$ cat config.mk
export PLATFORM = sky130hd
export DESIGN_NAME = slowclk_cal
export DESIGN_NICKNAME = d
export VERILOG_FILES = /design/src/rtl/slowcal_pkg.sv /design/src/rtl/slowcal_edge_sync.sv /design/src/rtl/slowcal_ctrl.sv /design/src/rtl/slowclk_cal.sv
export SDC_FILE = /design/constraint.sdc
export NUM_CORES = 1
export LEC_CHECK = 0
export CORE_ASPECT_RATIO = 1.5
export CORE_MARGIN = 10
export CORE_UTILIZATION = 24
export DETAILED_ROUTE_END_ITERATION = 6
export SYNTH_ARGS = -nofsm -noshare
export SYNTH_HDL_FRONTEND = slang
export SYNTH_SLANG_ARGS = --single-unit
$ cat constraint.sdc
create_clock -name clk_ref -period 4 [get_ports clk_ref]
set_input_delay 0.8 -clock clk_ref [delete_from_list [all_inputs] [get_ports clk_ref]]
set_output_delay 0.8 -clock clk_ref [all_outputs]
set_load 0.1 [all_outputs]
$ cat src/rtl/slowcal_pkg.sv
package slowcal_pkg;
  typedef enum logic [1:0] {
    ST_IDLE  = 2'd0,
    ST_ARM   = 2'd1,
    ST_COUNT = 2'd2
  } cal_state_t;
endpackage

$ cat src/rtl/slowcal_edge_sync.sv
module slowcal_edge_sync #(
  parameter int STAGES = 2
) (
  input  logic clk,
  input  logic rst_n,
  input  logic async_in,
  output logic rise_o
);
  logic [STAGES-1:0] sync_q;
  logic              last_q;

  always_ff @(posedge clk or negedge rst_n) begin
    if (!rst_n) begin
      sync_q <= '0;
      last_q <= 1'b0;
    end else begin
      sync_q <= {sync_q[STAGES-2:0], async_in};
      last_q <= sync_q[STAGES-1];
    end
  end

  assign rise_o = sync_q[STAGES-1] & ~last_q;

  AST_EDGE_SINGLE: assert property (@(posedge clk) disable iff (!rst_n)
    rise_o |=> !rise_o);
endmodule

$ cat src/rtl/slowcal_ctrl.sv
module slowcal_ctrl
  import slowcal_pkg::*;
#(
  parameter int CNT_W = 20,
  parameter int MAX_W = 15
) (
  input  logic             clk,
  input  logic             rst_n,
  input  logic             slow_edge,
  input  logic             start_lvl,
  input  logic             cont_en,
  input  logic [MAX_W-1:0] max_cyc,
  output logic             ready_o,
  output logic [CNT_W-1:0] result_o
);
  localparam logic [CNT_W-1:0] CNT_TOP = '1;
  localparam logic [CNT_W-1:0] CNT_ONE = {{(CNT_W-1){1'b0}}, 1'b1};
  localparam logic [MAX_W:0]   SLW_ONE = {{MAX_W{1'b0}}, 1'b1};

  cal_state_t       state_q;
  logic [CNT_W-1:0] cnt_q, cnt_inc;
  logic [MAX_W-1:0] scnt_q;
  logic [MAX_W:0]   scnt_nx;
  logic             start_d, start_rise, fin;

  assign start_rise = start_lvl & ~start_d;
  assign cnt_inc    = (cnt_q == CNT_TOP) ? cnt_q : cnt_q + CNT_ONE;
  assign scnt_nx    = {1'b0, scnt_q} + SLW_ONE;
  assign fin        = (state_q == ST_COUNT) && slow_edge && (scnt_nx >= {1'b0, max_cyc});

  always_ff @(posedge clk or negedge rst_n) begin
    if (!rst_n) begin
      state_q  <= ST_IDLE;
      cnt_q    <= '0;
      scnt_q   <= '0;
      start_d  <= 1'b0;
      ready_o  <= 1'b0;
      result_o <= '0;
    end else begin
      start_d <= start_lvl;
      case (state_q)
        ST_IDLE: begin
          if (start_rise) begin
            ready_o <= 1'b0;
            state_q <= ST_ARM;
          end else if (cont_en) begin
            state_q <= ST_ARM;
          end
        end
        ST_ARM: begin
          if (slow_edge) begin
            cnt_q   <= '0;
            scnt_q  <= '0;
            state_q <= ST_COUNT;
          end
        end
        ST_COUNT: begin
          if (fin) begin
            result_o <= cnt_inc;
            ready_o  <= 1'b1;
            cnt_q    <= '0;
            scnt_q   <= '0;
            state_q  <= cont_en ? ST_COUNT : ST_IDLE;
          end else begin
            cnt_q <= cnt_inc;
            if (slow_edge) scnt_q <= scnt_nx[MAX_W-1:0];
          end
        end
        default: state_q <= ST_IDLE;
      endcase
    end
  end

  AST_READY_ON_FIN: assert property (@(posedge clk) disable iff (!rst_n)
    fin |=> ready_o);
  AST_READY_CLEAR_ON_START: assert property (@(posedge clk) disable iff (!rst_n)
    (state_q == ST_IDLE && start_rise) |=> !ready_o);
  AST_RESULT_HOLDS: assert property (@(posedge clk) disable iff (!rst_n)
    !fin |=> $stable(result_o));
  AST_CNT_SATURATES: assert property (@(posedge clk) disable iff (!rst_n)
    (state_q == ST_COUNT && !fin && cnt_q == CNT_TOP) |=> (cnt_q == CNT_TOP));
  AST_CONT_BACK_TO_BACK: assert property (@(posedge clk) disable iff (!rst_n)
    (fin && cont_en) |=> (state_q == ST_COUNT));
  AST_STOP_TO_IDLE: assert property (@(posedge clk) disable iff (!rst_n)
    (fin && !cont_en) |=> (state_q == ST_IDLE));
endmodule

$ cat src/rtl/slowclk_cal.sv
module slowclk_cal #(
  parameter int NUM_SRC = 4,
  parameter int CNT_W   = 20,
  parameter int MAX_W   = 15,
  parameter int SYNC_N  = 2,
  parameter int RST_MAX = 4
) (
  input  logic                       clk_ref,
  input  logic                       rst_n,
  input  logic [NUM_SRC-1:0]         slow_clk,
  input  logic                       cfg_we,
  input  logic [$clog2(NUM_SRC)-1:0] cfg_sel,
  input  logic [MAX_W-1:0]           cfg_max,
  input  logic                       cfg_start,
  input  logic                       cfg_cont,
  output logic                       cal_ready,
  output logic [CNT_W-1:0]           cal_value
);
  localparam int SEL_W = $clog2(NUM_SRC);
  localparam logic [MAX_W-1:0] MAX_RST = MAX_W'(RST_MAX);

  logic [SEL_W-1:0]   sel_q;
  logic [MAX_W-1:0]   max_q;
  logic               start_q, cont_q;
  logic [NUM_SRC-1:0] src_rise;

  always_ff @(posedge clk_ref or negedge rst_n) begin
    if (!rst_n) begin
      sel_q   <= '0;
      max_q   <= MAX_RST;
      start_q <= 1'b0;
      cont_q  <= 1'b1;
    end else if (cfg_we) begin
      sel_q   <= cfg_sel;
      max_q   <= cfg_max;
      start_q <= cfg_start;
      cont_q  <= cfg_cont;
    end
  end

  for (genvar g = 0; g < NUM_SRC; g++) begin : g_src
    slowcal_edge_sync #(.STAGES(SYNC_N)) u_sync (
      .clk      (clk_ref),
      .rst_n    (rst_n),
      .async_in (slow_clk[g]),
      .rise_o   (src_rise[g])
    );
  end

  slowcal_ctrl #(.CNT_W(CNT_W), .MAX_W(MAX_W)) u_ctrl (
    .clk       (clk_ref),
    .rst_n     (rst_n),
    .slow_edge (src_rise[sel_q]),
    .start_lvl (start_q),
    .cont_en   (cont_q),
    .max_cyc   (max_q),
    .ready_o   (cal_ready),
    .result_o  (cal_value)
  );

  AST_CFG_HOLDS: assert property (@(posedge clk_ref) disable iff (!rst_n)
    !cfg_we |=> ($stable(cont_q) && $stable(max_q) && $stable(sel_q)));
endmodule

# Word level (Yosys, flattened, before mapping)
# Cells that the tools add are included.
dict set report op_classes {
  n_addsub 2
  order_cmp 2
  eq_ne 8
  mux 19
  bitwise 10
  reduce_logical 10
}
# cell n
set ops {}
lappend ops {{20-bit 2-to-1 mux} 3}
lappend ops {{15-bit 2-to-1 mux} 3}
lappend ops {{20-bit one-hot mux with 2 select lines} 1}
lappend ops {{15-bit one-hot mux with 2 select lines} 1}
lappend ops {{20-bit by 1-bit adder with 20-bit output (second input constant)} 1}
lappend ops {{20-bit equality test (second input constant)} 1}
lappend ops {{15-bit by 1-bit adder with 16-bit output (second input constant)} 1}
lappend ops {{16-bit by 15-bit >= comparator with 1-bit output} 1}
lappend ops {{2-bit 2-to-1 mux} 5}
lappend ops {{3-bit AND reduction} 3}
lappend ops {{2-bit by 1-bit inequality test with 1-bit output (second input constant)} 3}
lappend ops {{2-bit one-hot mux with 3 select lines} 1}
lappend ops {{1-bit bitwise AND} 5}
lappend ops {{1-bit NOT} 5}
lappend ops {{2-bit AND reduction} 2}
lappend ops {{2-bit nonzero test} 2}
lappend ops {{2-bit by 3-bit less-than comparator with 1-bit output (second input constant)} 1}
lappend ops {{1-bit 2-to-1 mux} 3}
lappend ops {{3-bit by 1-bit inequality test with 1-bit output (second input constant)} 1}
lappend ops {{3-bit by 2-bit inequality test with 1-bit output (second input constant)} 1}
lappend ops {{1-bit binary-select mux with 2-bit select} 1}
lappend ops {{2-bit by 1-bit equality test with 1-bit output (second input constant)} 1}
lappend ops {{2-bit equality test (second input constant)} 1}
lappend ops {{1-bit logical AND} 2}
lappend ops {{other kinds (2)} 2}
dict set report word_totals {
  ff_bits 90
  input_bits 26
  out_inout_bits 21
  elab_cells 69
}

# Logic depth before layout (Yosys ltp)
dict set report depth {
  depth_word 8
  ltp_mapped 16
  ltp_nobuf 15
}

# Modules after synthesis
# Synthesis repeated with hierarchy kept, for this count alone.
dict set report hier_totals {
  cells_unflattened 459
  hier_area_um2 4744.6
}
# module instances cells_each area_per_inst_um2 seq_area_each_um2
set modules_own_cells {}
lappend modules_own_cells {slowcal_ctrl 1 402 3606.0 1476.4}
lappend modules_own_cells {slowclk_cal 1 41 783.3 478.0}
lappend modules_own_cells {slowcal_edge_sync 4 4 88.8 75.1}

# Worst setup path after synthesis
# OpenSTA, ideal clock, no wires.
dict set report synth_path {
  path_kind {flip-flop to flip-flop}
  start {register u_ctrl.scnt_q[0]}
  end {register u_ctrl.scnt_q[3]}
  setup_time_ps 96
  arrival_time_ps 3392
  required_ps 3904
  path_slack_ps 512
  path_stages_with_launch 17
  path_buffers 1
  period_less_slack_ps 3488
  path_cell_list {dfrtp_1 > ha_1 > nand2_1 > nor3_1 > and2_1 > nand3_1 > or2_2 > nand2_1 > ha_1 > nand3_1 > nor3_1 > a2bb2oi_1 > and2_1 > and2_1 > buf_2 > nand3_1 > o31ai_1}
}
dict set report synth_between {
  elab_chain_cells 5
  elab_cells_between_ends 8
  cone_classes {add/sub (1); order compare (1); eq/ne (1); mux (3); reduce/logical (2)}
}
# item line
set synth_lines {}
lappend synth_lines {{start, declared} slowcal_ctrl.sv:22} ;# logic [MAX_W-1:0] scnt_q;
lappend synth_lines {{start signal, assigned} slowcal_ctrl.sv:66} ;# if (slow_edge) scnt_q <= scnt_nx[MAX_W-1:0];
lappend synth_lines {{15-bit by 1-bit adder with 16-bit output *} slowcal_ctrl.sv:28} ;# assign scnt_nx = {1'b0, scnt_q} + SLW_ONE;
lappend synth_lines {{16-bit by 15-bit >= comparator with 1-bit output} slowcal_ctrl.sv:29} ;# assign fin = (state_q == ST_COUNT) && slow_edge && (scnt_nx >= {1'b0, max_cyc});
lappend synth_lines {{1-bit logical AND} slowcal_ctrl.sv:29}
lappend synth_lines {{3-bit by 1-bit inequality test with 1-bit output (no line) or 15-bit 2-to-1 mux (tied branches)} -}
lappend synth_lines {{3-bit AND reduction (no line) or 15-bit one-hot mux with 2 select lines (tied branches)} -}
# Every way passes the cells marked *; elsewhere a longest branch is shown, timed or not. The select of a mux whose other input is x is not followed.
# A chain may end at the register's enable or synchronous reset.

# Final worst setup path
dict set report layout_path {
  start {register u_ctrl.scnt_q[0]}
  end {register u_ctrl.cnt_q[11]}
}
dict set report layout_between {
  elab_chain_cells 5
}
# item line
set layout_lines {}
lappend layout_lines {{15-bit by 1-bit adder with 16-bit output} slowcal_ctrl.sv:28}
lappend layout_lines {{16-bit by 15-bit >= comparator with 1-bit output} slowcal_ctrl.sv:29}
lappend layout_lines {{1-bit logical AND} slowcal_ctrl.sv:29}
lappend layout_lines {{20-bit 2-to-1 mux} slowcal_ctrl.sv:58} ;# if (fin) begin
lappend layout_lines {{20-bit one-hot mux with 2 select lines} slowcal_ctrl.sv:41} ;# case (state_q)
lappend layout_lines {{end signal, assigned} slowcal_ctrl.sv:65} ;# cnt_q <= cnt_inc;
lappend layout_lines {{end, declared} slowcal_ctrl.sv:21} ;# logic [CNT_W-1:0] cnt_q, cnt_inc;
# No other way between the ends.

==> results.cfg <==
[run_status]
outcome = completed

[global_route]
grt_max_degree = 78
grt_overflow = 0
grt_pass1_vias = 3908
grt_pass1_wl_um = 21000
antenna_found_initial = 0
grtUsageTotal_pct = 9.35

[setup_path]
r2r-start = u_ctrl.scnt_q[0]$_DFFE_PN0P_
cp_common_cell = and2_1
crit_chain = ha_2 > nand2_1 > nor3_2 > and2_1 > nand3_1 > or2_2 > nand2_1 > ha_1 > nand3_1 > nor3_4 > a2bb2oi_4 > and2_1 > and2_1 > buf_4 > a221oi_1 > o21ai_0
crit_path_start_kind = register
cp_max_fo = 9
slowest_delay_ns = 0.45
endpoint_kind = register
reg2reg_to = u_ctrl.cnt_q[11]$_DFFE_PN0P_
worstSetupPathType = register to register
rr_worst_depth = 16
slowest_stage = dfrtp_1
reg2reg_slack_ns = 0.32
cp.arrival_ns = 3.92
cp.required_ns = 4.23

[min_path]
hp-class = register to register
holdCritStartpoint = g_src[0].u_sync.sync_q[0]$_DFF_PN0_
whs_path_depth = 0
hold_end = g_src[0].u_sync.sync_q[1]$_DFF_PN0_

[yosys]
ys_types = 65
syn_area_um2 = 5020
yosys_warnings = 0
async_flop_share_pct = 100
synth_edf_count = 0
synth_nets = 586
synth-main-ff-cell = dfrtp_1
netlist_instances = 539
ys_ff_latch = 90
synth-seq-area-share_pct = 44.9
syn_area_per_cell_um2 = 9.32

[layout]
layout_commonest_cell = dfrtp_1
antennaDiodeCount = 0
layout.nets = 632
drive_gt1_share_pct = 11.2
design_area_um2 = 6180
instances_no_fill = 854
area_delta_synth_final_pct = 23.0
most-common-layout-cells = dfrtp_1 (87), nand2_1 (72), o21ai_0 (51), clkdlybuf4s50_1 (45), nor2_1 (32)

[clocking]
insertion_delay_ns = 0.35
hold_buffers = 0
cts.sinks = 90
cts_tree = yes
cts-htree-levels = 3
numCtsBuffers = 9
cts-root-buf = clkbuf_16
path_clk_slew_ns = 0.07
cts_buffer_depth = 2

[detailed_routing]
first_pass_iters = 4
vias = 4035
wl_um = 12900
drt_iter0_markers = 271
wl_per_cell_um = 15.1
viasPerCell = 4.72
drcViolationCount = 0
drt.antenna.violating_nets = 0

[timing]
min_period_ns = 3.68
period_share_pct = 92.1
holdWs_ns = 0.348
fmax_ghz = 0.271
finalHoldViolations = 0
worst_pin_slew_ns = 1.03
slew_violations = 0
fin_skew_ns = 0.00853
grt_setup_unrepaired = no
tns_ns = 0
setup_viol = 0
slew_headroom_pct = 31.3

[die]
die_area_um2 = 27200
rows = 64
floorplan.initialDensity_pct = 24.5
die_h_um = 197
core_area_um2 = 20500
die_w_um = 138
io_pins = 47

[place]
portBuffers = 46
dp.cells = 835
placed_area_um2 = 5810
gp_congestion = 0.892
dp_hpwl_um = 9300

[pwr]
ir_worst_vdd_uv = 187
p_per_area_nw_per_um2 = 426
power.total_mw = 2.64
p_leak_nw = 2.58

[run]
drv_cap = 0
[per-stage QoR]
step,util [%],setup slack [ns]
final,30.2,0.316
after global routing,30.2,0.0146
after CTS,29.7,0.0907
after detailed placement,28.3,-0.0237
after global placement,28.3,0.152
after floorplan,-,0.512
[how the worst max path moves through the flow]
stage                            startpoint  slack (ns)  cells after the start                           end
2_1_floorplan  u_ctrl.scnt_q[0]$_DFFE_PN0P_        0.51                     16  u_ctrl.scnt_q[3]$_DFFE_PN0P_
6_report       u_ctrl.scnt_q[0]$_DFFE_PN0P_        0.32                     16  u_ctrl.cnt_q[11]$_DFFE_PN0P_
4_1_cts        u_ctrl.scnt_q[0]$_DFFE_PN0P_        0.09                     16  u_ctrl.cnt_q[11]$_DFFE_PN0P_
3_5_place_dp   u_ctrl.scnt_q[0]$_DFFE_PN0P_       -0.02                     15  u_ctrl.scnt_q[3]$_DFFE_PN0P_
5_1_grt        u_ctrl.scnt_q[0]$_DFFE_PN0P_        0.01                     16  u_ctrl.cnt_q[11]$_DFFE_PN0P_
3_3_place_gp   u_ctrl.scnt_q[0]$_DFFE_PN0P_        0.15                     15  u_ctrl.cnt_q[11]$_DFFE_PN0P_
[registers in the layout (all words and copies together), names as in the netlist, 2 cells and up]
name / count
u_ctrl.cnt_q: 20
u_ctrl.result_o: 20
max_q: 15
u_ctrl.scnt_q: 15
g_src.u_sync.sync_q: 8
g_src.u_sync.last_q: 4
sel_q: 2
u_ctrl.state_q: 2
[synthesized netlist by cell type (4+ instances only)]
cell type / instances / area share (%)
clkbuf_1: 13 / 0.97
mux2_2: 11 / 2.5
o21ai_0: 52 / 5.2
o31ai_1: 5 / 0.75
nor3_1: 8 / 0.80
nand2b_1: 6 / 0.75
buf_2: 10 / 1.0
nor2_1: 32 / 2.4
a21o_1: 5 / 0.75
a21oi_1: 23 / 2.3
nand4_1: 5 / 0.62
o211ai_1: 7 / 1.0
and2_1: 10 / 1.2
ha_1: 21 / 5.2
xor2_1: 13 / 2.3
o21a_1: 6 / 0.90
or2_2: 4 / 0.50
xnor2_1: 9 / 1.6
nand3_1: 24 / 2.4
inv_1: 28 / 2.1
o221ai_1: 5 / 0.87
and4_1: 6 / 1.0
nand2_1: 72 / 5.4
a31oi_1: 5 / 0.62
o311ai_0: 4 / 0.70
or3_1: 8 / 1.0
dfrtp_1: 88 / 44
[where the power goes]
part / total (mW) / switching [mW] / internal, mW
combinational: 0.770 / 0.485 / 0.285
sequential: 1.03 / 0.0584 / 0.972
clock: 0.836 / 0.402 / 0.434
[worst max-delay path, delay by kind of cell (launching register included)]
| kind | cells | cell delay [ns] |
|---|---|---|
| compound gates | 3 | 0.50 |
| flops | 1 | 0.45 |
| simple gates | 10 | 2.03 |
| buf+inv | 1 | 0.18 |
| fa+ha+maj | 2 | 0.39 |
[layout make-up]
class	count	area, µm²
clock inverters	7	60.1
fillers	2190	14300
flip-flops and latches	90	2260
inverters	28	105
repair buffers	63	623
well taps	264	330
clock buffers	9	225
multi-input cells	393	2580
[timing repair]
item / CTS / global route
pin swaps: 0 / 2
setup endpoints to repair: 2 / 53
resized for setup: 1 / 7
buffers inserted: 0 / 3
[per-layer routing]
layer | GRT usage, % | share of wire, % | vias to the layer above
li1 | - | - | 2020
met1 | 10.8 | 43 | 1919
met2 | 16.1 | 51 | 79
met3 | 2.57 | 4.2 | 17
met4 | 3.48 | 1.9 | 0
met5 | 0 | 0 | -
[logic make-up after synthesis]
kind of cell	synth area share, %
xor+xnor	3.83
fa+ha+maj	5.23
simple gates	19.6
mux	3.06
flops	44.9
compound gates	18.7
buf+inv	4.68
No activity file was read; power rests on OpenSTA's default activity.
